==> src/rtl/sbuf_pkg.sv <==
package sbuf_pkg;
  typedef enum logic {
    MODE_STRICT     = 1'b0,
    MODE_ALL_SHARED = 1'b1
  } sbuf_mode_e;

  // reader count from which a line counts as read-shared
  localparam int SBUF_SHARED_MIN = 2;
endpackage

==> src/rtl/sbuf_tag_match.sv <==
module sbuf_tag_match #(
  parameter int ENTRIES = 4,
  parameter int ADDR_W  = 32
) (
  input  logic [ADDR_W-1:0]  tags [ENTRIES],
  input  logic [ENTRIES-1:0] valid,
  input  logic [ADDR_W-1:0]  key,
  output logic [ENTRIES-1:0] match
);
  for (genvar g = 0; g < ENTRIES; g++) begin : g_cmp
    assign match[g] = valid[g] && (tags[g] == key);
  end
endmodule

==> src/rtl/sbuf_lru.sv <==
module sbuf_lru #(
  parameter int ENTRIES = 4,
  localparam int IDX_W  = (ENTRIES > 1) ? $clog2(ENTRIES) : 1
) (
  input  logic               clk,
  input  logic               rst,
  input  logic               touch_en,
  input  logic [IDX_W-1:0]   touch_idx,
  input  logic [ENTRIES-1:0] valid,
  output logic [IDX_W-1:0]   victim_idx
);
  // ages form a permutation of 0..ENTRIES-1; 0 is most recent
  logic [IDX_W-1:0] age_q [ENTRIES];

  always_comb begin
    logic found;
    found      = 1'b0;
    victim_idx = '0;
    for (int i = 0; i < ENTRIES; i++) begin
      if (!valid[i] && !found) begin
        victim_idx = IDX_W'(i);
        found      = 1'b1;
      end
    end
    if (!found) begin
      for (int i = 0; i < ENTRIES; i++) begin
        if (age_q[i] == IDX_W'(ENTRIES - 1)) victim_idx = IDX_W'(i);
      end
    end
  end

  always_ff @(posedge clk) begin
    if (rst) begin
      for (int i = 0; i < ENTRIES; i++) age_q[i] <= IDX_W'(i);
    end else if (touch_en) begin
      for (int i = 0; i < ENTRIES; i++) begin
        if (IDX_W'(i) == touch_idx)          age_q[i] <= '0;
        else if (age_q[i] < age_q[touch_idx]) age_q[i] <= age_q[i] + 1'b1;
      end
    end
  end
endmodule

==> src/rtl/sbuf_line_store.sv <==
module sbuf_line_store #(
  parameter int ENTRIES = 4,
  parameter int DATA_W  = 512,
  localparam int IDX_W  = (ENTRIES > 1) ? $clog2(ENTRIES) : 1
) (
  input  logic              clk,
  input  logic              wr_en,
  input  logic [IDX_W-1:0]  wr_idx,
  input  logic [DATA_W-1:0] wr_data,
  input  logic              rd_en,
  input  logic [IDX_W-1:0]  rd_idx,
  output logic [DATA_W-1:0] rd_data
);
  logic [DATA_W-1:0] mem [ENTRIES];

  // read-first single-clock memory, inferable as block RAM
  always_ff @(posedge clk) begin
    if (rd_en) rd_data <= mem[rd_idx];
    if (wr_en) mem[wr_idx] <= wr_data;
  end
endmodule

==> src/rtl/shared_line_buffer.sv <==
module shared_line_buffer #(
  parameter int ENTRIES     = 4,
  parameter int LINE_BYTES  = 64,
  parameter int ADDR_W      = 32,
  parameter int RDR_W       = 6,
  parameter int MIN_READERS = 3,
  localparam int DATA_W     = LINE_BYTES * 8,
  localparam int IDX_W      = (ENTRIES > 1) ? $clog2(ENTRIES) : 1
) (
  input  logic              clk,
  input  logic              rst,
  input  logic              mode_all_shared,
  input  logic              ins_valid,
  input  logic [ADDR_W-1:0] ins_addr,
  input  logic [DATA_W-1:0] ins_data,
  input  logic [RDR_W-1:0]  ins_readers,
  input  logic              ins_clean,
  input  logic              lk_valid,
  input  logic [ADDR_W-1:0] lk_addr,
  input  logic              inv_valid,
  input  logic [ADDR_W-1:0] inv_addr,
  output logic              lk_hit,
  output logic [DATA_W-1:0] lk_data
);
  import sbuf_pkg::*;

  logic [ENTRIES-1:0] valid_q;
  logic [ADDR_W-1:0]  tag_q [ENTRIES];
  logic [ENTRIES-1:0] lk_match, ins_match, inv_match;
  logic [IDX_W-1:0]   lk_idx, ins_idx, victim_idx, wr_idx, touch_idx;
  logic [RDR_W-1:0]   admit_thr;
  logic               do_ins, lk_kill, lk_found, touch_en;

  sbuf_tag_match #(.ENTRIES(ENTRIES), .ADDR_W(ADDR_W)) u_match_lk (
    .tags(tag_q), .valid(valid_q), .key(lk_addr), .match(lk_match));
  sbuf_tag_match #(.ENTRIES(ENTRIES), .ADDR_W(ADDR_W)) u_match_ins (
    .tags(tag_q), .valid(valid_q), .key(ins_addr), .match(ins_match));
  sbuf_tag_match #(.ENTRIES(ENTRIES), .ADDR_W(ADDR_W)) u_match_inv (
    .tags(tag_q), .valid(valid_q), .key(inv_addr), .match(inv_match));

  always_comb begin
    lk_idx  = '0;
    ins_idx = '0;
    for (int i = 0; i < ENTRIES; i++) begin
      if (lk_match[i])  lk_idx  = IDX_W'(i);
      if (ins_match[i]) ins_idx = IDX_W'(i);
    end
  end

  // admission policy
  assign admit_thr = (mode_all_shared == MODE_ALL_SHARED) ? RDR_W'(SBUF_SHARED_MIN)
                                                          : RDR_W'(MIN_READERS);
  assign do_ins = ins_valid && ins_clean && (ins_readers >= admit_thr)
               && !(inv_valid && (inv_addr == ins_addr));
  assign wr_idx = (|ins_match) ? ins_idx : victim_idx;

  assign lk_kill  = inv_valid && (inv_addr == lk_addr);
  assign lk_found = lk_valid && (|lk_match) && !lk_kill;

  assign touch_en  = do_ins || lk_found;
  assign touch_idx = do_ins ? wr_idx : lk_idx;

  sbuf_lru #(.ENTRIES(ENTRIES)) u_lru (
    .clk(clk), .rst(rst), .touch_en(touch_en), .touch_idx(touch_idx),
    .valid(valid_q), .victim_idx(victim_idx));

  sbuf_line_store #(.ENTRIES(ENTRIES), .DATA_W(DATA_W)) u_store (
    .clk(clk), .wr_en(do_ins), .wr_idx(wr_idx), .wr_data(ins_data),
    .rd_en(lk_valid), .rd_idx(lk_idx), .rd_data(lk_data));

  always_ff @(posedge clk) begin
    if (rst) begin
      valid_q <= '0;
      for (int i = 0; i < ENTRIES; i++) tag_q[i] <= '0;
    end else begin
      if (inv_valid) valid_q <= valid_q & ~inv_match;
      if (do_ins) begin
        valid_q[wr_idx] <= 1'b1;
        tag_q[wr_idx]   <= ins_addr;
      end
    end
  end

  always_ff @(posedge clk) begin
    if (rst) lk_hit <= 1'b0;
    else     lk_hit <= lk_found;
  end
endmodule

==> config.mk <==
export PLATFORM = sky130hd
export DESIGN_NAME = shared_line_buffer
export DESIGN_NICKNAME = d
export VERILOG_FILES = /design/src/rtl/sbuf_pkg.sv /design/src/rtl/sbuf_tag_match.sv /design/src/rtl/sbuf_lru.sv /design/src/rtl/sbuf_line_store.sv /design/src/rtl/shared_line_buffer.sv
export SDC_FILE = /design/constraint.sdc
export NUM_CORES = 2
export LEC_CHECK = 0
export BUFFER_PORTS_ARGS = -buffer_cell sky130_fd_sc_hd__clkbuf_2
export CORE_AREA = 2 2 438 440
export DETAILED_ROUTE_END_ITERATION = 16
export DIE_AREA = 0 0 440 442
export PLACE_DENSITY = 0.81
export SYNTH_ARGS = -nofsm -noshare
export SYNTH_HDL_FRONTEND = slang
export SYNTH_SLANG_ARGS = --single-unit
export TNS_END_PERCENT = 100
==> constraint.sdc <==
create_clock -name clk -period 20.7 [get_ports clk]
set_clock_uncertainty 0.2 [all_clocks]
set_input_delay 0 -clock clk [delete_from_list [all_inputs] [get_ports clk]]
set_output_delay 0 -clock clk [all_outputs]
set_load 0.02 [all_outputs]
* After elaboration in Yosys (flattened, before gate mapping)
Memories as Yosys holds them, arrays and structs flattened. A register that Yosys moved wholly into a read port is not among the register bits.
Index checks and enable logic that the tools add are counted.
** Operators by class
- Add/subtract/negate cells :: 4
- Magnitude comparators :: 9
- Eq/ne operators :: 21
- Mux-type cells :: 77
- Bitwise gates (word level) :: 12
- Reduce and logical (&&, ||, !) cells :: 35
** Operators by type and width (count)
- equality test 32 bit :: 14
- bitwise mux 128 bit :: 1
- demux 32 bit (select 2 bit) :: 1
- two-way mux 1 bit :: 49
- two-way mux 2 bit :: 21
- two-way mux 32 bit :: 1
- logical AND 1 bit :: 24
- two-way mux 4 bit :: 3
- adder 2 x 1 -> 2 bit (second input constant) :: 4
- equality test 2 bit (second input constant) :: 4
- less-than comparator 2 bit :: 4
- bitwise OR 1 bit :: 8
- OR reduction 4 bit :: 2
- zero test 1 bit :: 7
- >= comparator 6 x 2 -> 1 bit :: 1
- bitwise AND 4 bit :: 1
- equality test 2 bit (first input constant) :: 2
- NOT 4 bit :: 1
- bitwise OR 4 bit :: 1
- >= comparator 3 bit (second input constant) :: 1
- less-than comparator 2 x 3 -> 1 bit (second input constant) :: 1
- less-than comparator 3 x 1 -> 1 bit (second input constant) :: 1
- NOT 2 -> 3 bit :: 1
- demux 1 bit (select 2 bit) :: 1
- 4 further kinds :: 4
** Storage, ports and cells
- Bits in registers :: 133
- Bits in writable memories :: 2056
- Logic and storage cells :: 166
- Memories kept :: 2
** Memory list
- u_store.mem :: depth 4, width 512, read ports 1, clocked after Yosys merged registers in 1, wr ports 1, RTL line sbuf_line_store.sv:14 : logic [DATA_W-1:0] mem [ENTRIES];
- u_lru.age_q :: depth 4, width 2, read ports 5, clocked after Yosys merged registers in 0, wr ports 4, RTL line sbuf_lru.sv:13 : logic [IDX_W-1:0] age_q [ENTRIES];

* Logic depth before layout (Yosys ltp)
An unclocked memory read counts as a cell.
- Word-level depth :: 24
- Mapped depth :: 12
- Mapped depth without buffers :: 11

* By module
Synthesis repeated with hierarchy kept, for this count alone.
** Second synthesis, totals
- Cells, all modules :: 4448
- Area total of the unflattened synthesis :: 100607.7 µm²
** By module, submodules not included
- sbuf_line_store :: times used 1, cells each 3190, area an instance 89395.7 µm², sequential area each 76873.7 µm²
- shared_line_buffer :: times used 1, cells each 660, area an instance 6199.7 µm², sequential area each 2662.6 µm²
- sbuf_tag_match :: times used 3, cells each 176, area an instance 1421.4 µm², sequential area each 0.0 µm²
- sbuf_lru :: times used 1, cells each 70, area an instance 748.2 µm², sequential area each 240.2 µm²

* Worst setup path before layout
No wires, ideal clock.
- Kind :: flip-flop to flip-flop
- Start :: register tag_q[88] (netlist name)
- End :: memory u_store.mem[0][0] (enable)
- Setup time :: 1075 ps
- Arrival time :: 15573 ps
- Data required time :: 19425 ps
- Setup slack :: 3852 ps
- Stages on the path, launching flop included :: 10
- Cell sequence :: dfxtp_1 > xnor2_1 > nand4_1 > nor4_1 > and3_1 > o211ai_1 > nor2_1 > nand2_1 > inv_1 > buf_1
** Between the ends
- Cells in the longest elaborated chain, start to end :: 6
- Elaborated cells between the ends (all ways) :: 7
- Classes of those cells :: eq/ne: 1; mux: 4; reduce/logical: 2
** Ends and longest elaborated chain
- start: declaration :: RTL line shared_line_buffer.sv:28 : logic [ADDR_W-1:0] tag_q [ENTRIES];
- start signal: indexed assignment :: RTL line shared_line_buffer.sv:79 : tag_q[wr_idx] <= ins_addr;
- equality test 32 bit * :: RTL line sbuf_tag_match.sv:11 : assign match[g] = valid[g] && (tags[g] == key);
- logical AND 1 bit * :: RTL line sbuf_tag_match.sv:11
- two-way mux 1 bit :: RTL line shared_line_buffer.sv:46 : if (ins_match[i]) ins_idx = IDX_W'(i);
- two-way mux 2 bit (2 in a row) :: RTL line shared_line_buffer.sv:46
- two-way mux 2 bit * :: RTL line shared_line_buffer.sv:55 : assign wr_idx = (|ins_match) ? ins_idx : victim_idx;
- end: declaration :: RTL line sbuf_line_store.sv:14
Mark *: on every way between the ends. The rest lies on a longest branch, timed or not.

* Worst setup path after layout
- Start :: input port ins_addr[17]
- End :: memory u_store.mem[0][91] (enable)
** Between the ends
- Cells in the longest elaborated chain, start to end :: 6
- Elaborated cells between the ends (all ways) :: 19
- Classes of those cells :: eq/ne: 5; mux: 6; reduce/logical: 8
** Ends and longest elaborated chain
- start: declaration :: RTL line shared_line_buffer.sv:14 : input logic [ADDR_W-1:0] ins_addr,
- equality test 32 bit (on tied branches) :: RTL line sbuf_tag_match.sv:11, shared_line_buffer.sv:54
- logical AND 1 bit (on tied branches) :: RTL line sbuf_tag_match.sv:11, shared_line_buffer.sv:54
- two-way mux 1 bit / zero test 1 bit (equally long branches) :: RTL line shared_line_buffer.sv:46, shared_line_buffer.sv:54
- two-way mux 2 bit / logical AND 1 bit (equally long branches) :: RTL line shared_line_buffer.sv:46, shared_line_buffer.sv:54
- two-way mux 2 bit / two-way mux 1 bit (equally long branches) :: RTL line shared_line_buffer.sv:46, sbuf_line_store.sv:19
- two-way mux 2 bit / two-way mux 1 bit (equally long branches) :: RTL line shared_line_buffer.sv:55, sbuf_line_store.sv:19
Several ways; a longest one is shown, not always the timed one.

==> metrics.txt <==
die height 442 um; first-pass GRT wire length 522000 um; initial antenna violation count 107; clk_lat worst skew 950 ps; # IOs 1134; placed inst area 111000 sq um; final setup TNS 0 ps; final instance area 131000 sq um; Critical Path RT 21000 ps; status finished clean; ANT nets after route 0; Place WS 14140 ps; register clock-pin slew on the reported worst setup and hold paths 70 ps; Synth Flop Type edfxtp_1; RSZ-0062 raised after global routing false; Max Root-Sink Buffers 4; Compound-Gate Fraction of Synth Area 5.46%; GR Util All Layers 37.4%; Placer Congestion 0.960; post-synthesis cell count 6736; final worst path period need 6520 ps; largest net degree at the start of global routing 193; Core Region 190000 sq um; sequential share of the synthesized area 77.2%; Hold Violations, Final 0; via count 74500; Hold Startpoint lk_addr[1]; Clock Sink Count 2701; synth warn 0; Leak Pwr 49.9 nW; mux share of post-synthesis cell area 5.97%; die area 194000 sq um; most frequent cells in the layout edfxtp_1 (2568), clkbuf_2 (1131), dlygate4sd3_1 (1116); worst reg2reg startpoint tag_q[122]; DR DRC count 0; Worst setup SP type input port; placed instance count 10000; H-tree depth 5; syn avg cell area 15.3 sq um; worst setup path start ins_addr[17]; HPWL Detailed 188000 um; Total Nets Final 9560; Synth Area in Simple Gates 5.85%; xor-xnor portion of the synthesized cell area 3.77%; IO buf count 1133; number of setup buffers added after CTS 0; crit path max fanout 110; synthesis-to-layout area growth 27.2%; Synth area leaders edfxtp_1 (75%), mux2i_1 (5.9%), o21ai_0 (5.0%), nand2_1 (4.0%), xnor2_1 (2.6%); Peak VDD IR 0.115 mV; Synth Cell Area 103000 sq um; Worst Setup Path Type in -> reg; actual slew at the worst max-slew pin 1270 ps; highest clock rate 153 MHz; Finished Layout Cells 11800; Initial DRC Count 11700; #FFs+latches synth 2701; post_cts resized 0; cts bufs inserted 282; routed wire length per instance 32.8 um; CTS Hold Bufs 1118; setup slack after layout 14180 ps; Final Max Slew Viols 0; Worst slew margin 14.4%; PD cells 92.1 nW/um^2; # setup viols final 0; Post-synth EDFFs 2568; CTS tree built; num rows 160; Post-Synth Adder-Cell Area 0.0703%; commonest non-fill, non-tap cell in the layout edfxtp_1; Via density 6.34; FFs w/ async S/R, synth 0%; post-synth top area share 74.7%; Tcrit/Tclk final 31.5%; post-synth top area cell edfxtp_1; Synth cell types 63; Initial Utilization 54.5%; vias in the first global route 74000; Reg2Reg Setup Slack 14180 ps; crit path DAT 6820 ps; CTS root buf clkbuf_16; share of cells above drive strength 1 17.6%; Post-Syn Nets 7362; HP Class in -> reg; max cap viols 0; endpoint class of the critical path flip-flop; die width 440 um; Remaining Overflow, GRT 0; drt total wl 386000 um; total iterations of the first detailed-routing run 12; largest family of logic cells by synthesized area multiplexers
through the flow:
stage | utilization [%] | power, mW | hold WS, ps
2_1_floorplan | - | 6.57 | -101
3_3_place_gp | 58.7 | 6.81 | 13.1
3_5_place_dp | 58.7 | 6.83 | 18.6
4_1_cts | 69.2 | 11.8 | 0.530
5_1_grt | 69.3 | 12.3 | 58.0
6_report | 69.3 | 12.1 | 78.4
synthesized netlist by cell type, drive strengths merged (52+ instances only):
| cell type | n |
|---|---|
| nand2 | 1111 |
| buf | 113 |
| edfxtp | 2568 |
| mux2i | 610 |
| nor4 | 52 |
| nor2 | 119 |
| dfxtp | 133 |
| xor2 | 135 |
| clkbuf | 298 |
| nand4 | 85 |
| o21ai | 1033 |
| xnor2 | 306 |
cells by family (layout without fill, tap and decap cells):
family,Yosys count,in the layout
adder cells (fa/ha/maj),6,6
AND/OR/NAND/NOR,1450,1450
AO/OA/AOI/OAI,1103,1103
other,0,118
XOR/XNOR,441,441
flip-flops,2701,2701
buffers and inverters,421,2808
multiplexers,614,614
flip-flops by register name, indices dropped and copies added, names as in the netlist:
name	flops
u_store.mem	2048
valid_q	4
tag_q	128
u_lru.age_q	8
lk_hit	1
u_store.rd_data	512
per-layer routing:
metal  track usage, %  up-vias  part of all wire (%)
met2             60.6     7116                    47
met4             27.2       28                   9.8
met1             42.9    36000                    32
met5            0.397        -                 0.049
met3             9.91     1990                    11
li1                 -    29400                     -
layout make-up:
cell class | instances | area [sq um]
Antenna cell | 118 | 295
Clock buffer | 348 | 7460
Clock inverter | 125 | 1230
Fill cell | 10700 | 58200
Inverter | 10 | 52.6
Multi-Input combinational cell | 3614 | 21900
Sequential cell | 2701 | 79800
Tap cell | 2511 | 3140
Timing Repair Buffer | 2325 | 17600
final timing paths:
kind                           to  depth (start not counted)
max            u_store.mem[0][91]                         14
min          u_store.rd_data[441]                          6
max reg2reg    u_store.mem[0][91]                         11
min reg2reg  u_store.rd_data[500]                          2
report_power, final:
part	internal [mW]	switching, mW
Combinational	0.298	0.503
Sequential	6.12	0.0673
Clock	2.84	2.26
Total	9.26	2.83
worst max-delay path, stage by stage:
cell           delay, ps
dlygate4sd3_1        540
dlygate4sd3_1        570
clkbuf_2             300
xor2_1               240
nor4_1               600
nand4_1              240
o211ai_1             260
a21boi_2             140
nor2b_1              300
nand2_2              160
inv_8                580
buf_4                800
buf_4                930
buf_4                890
Note: power is estimated with default switching activity, not from simulation.
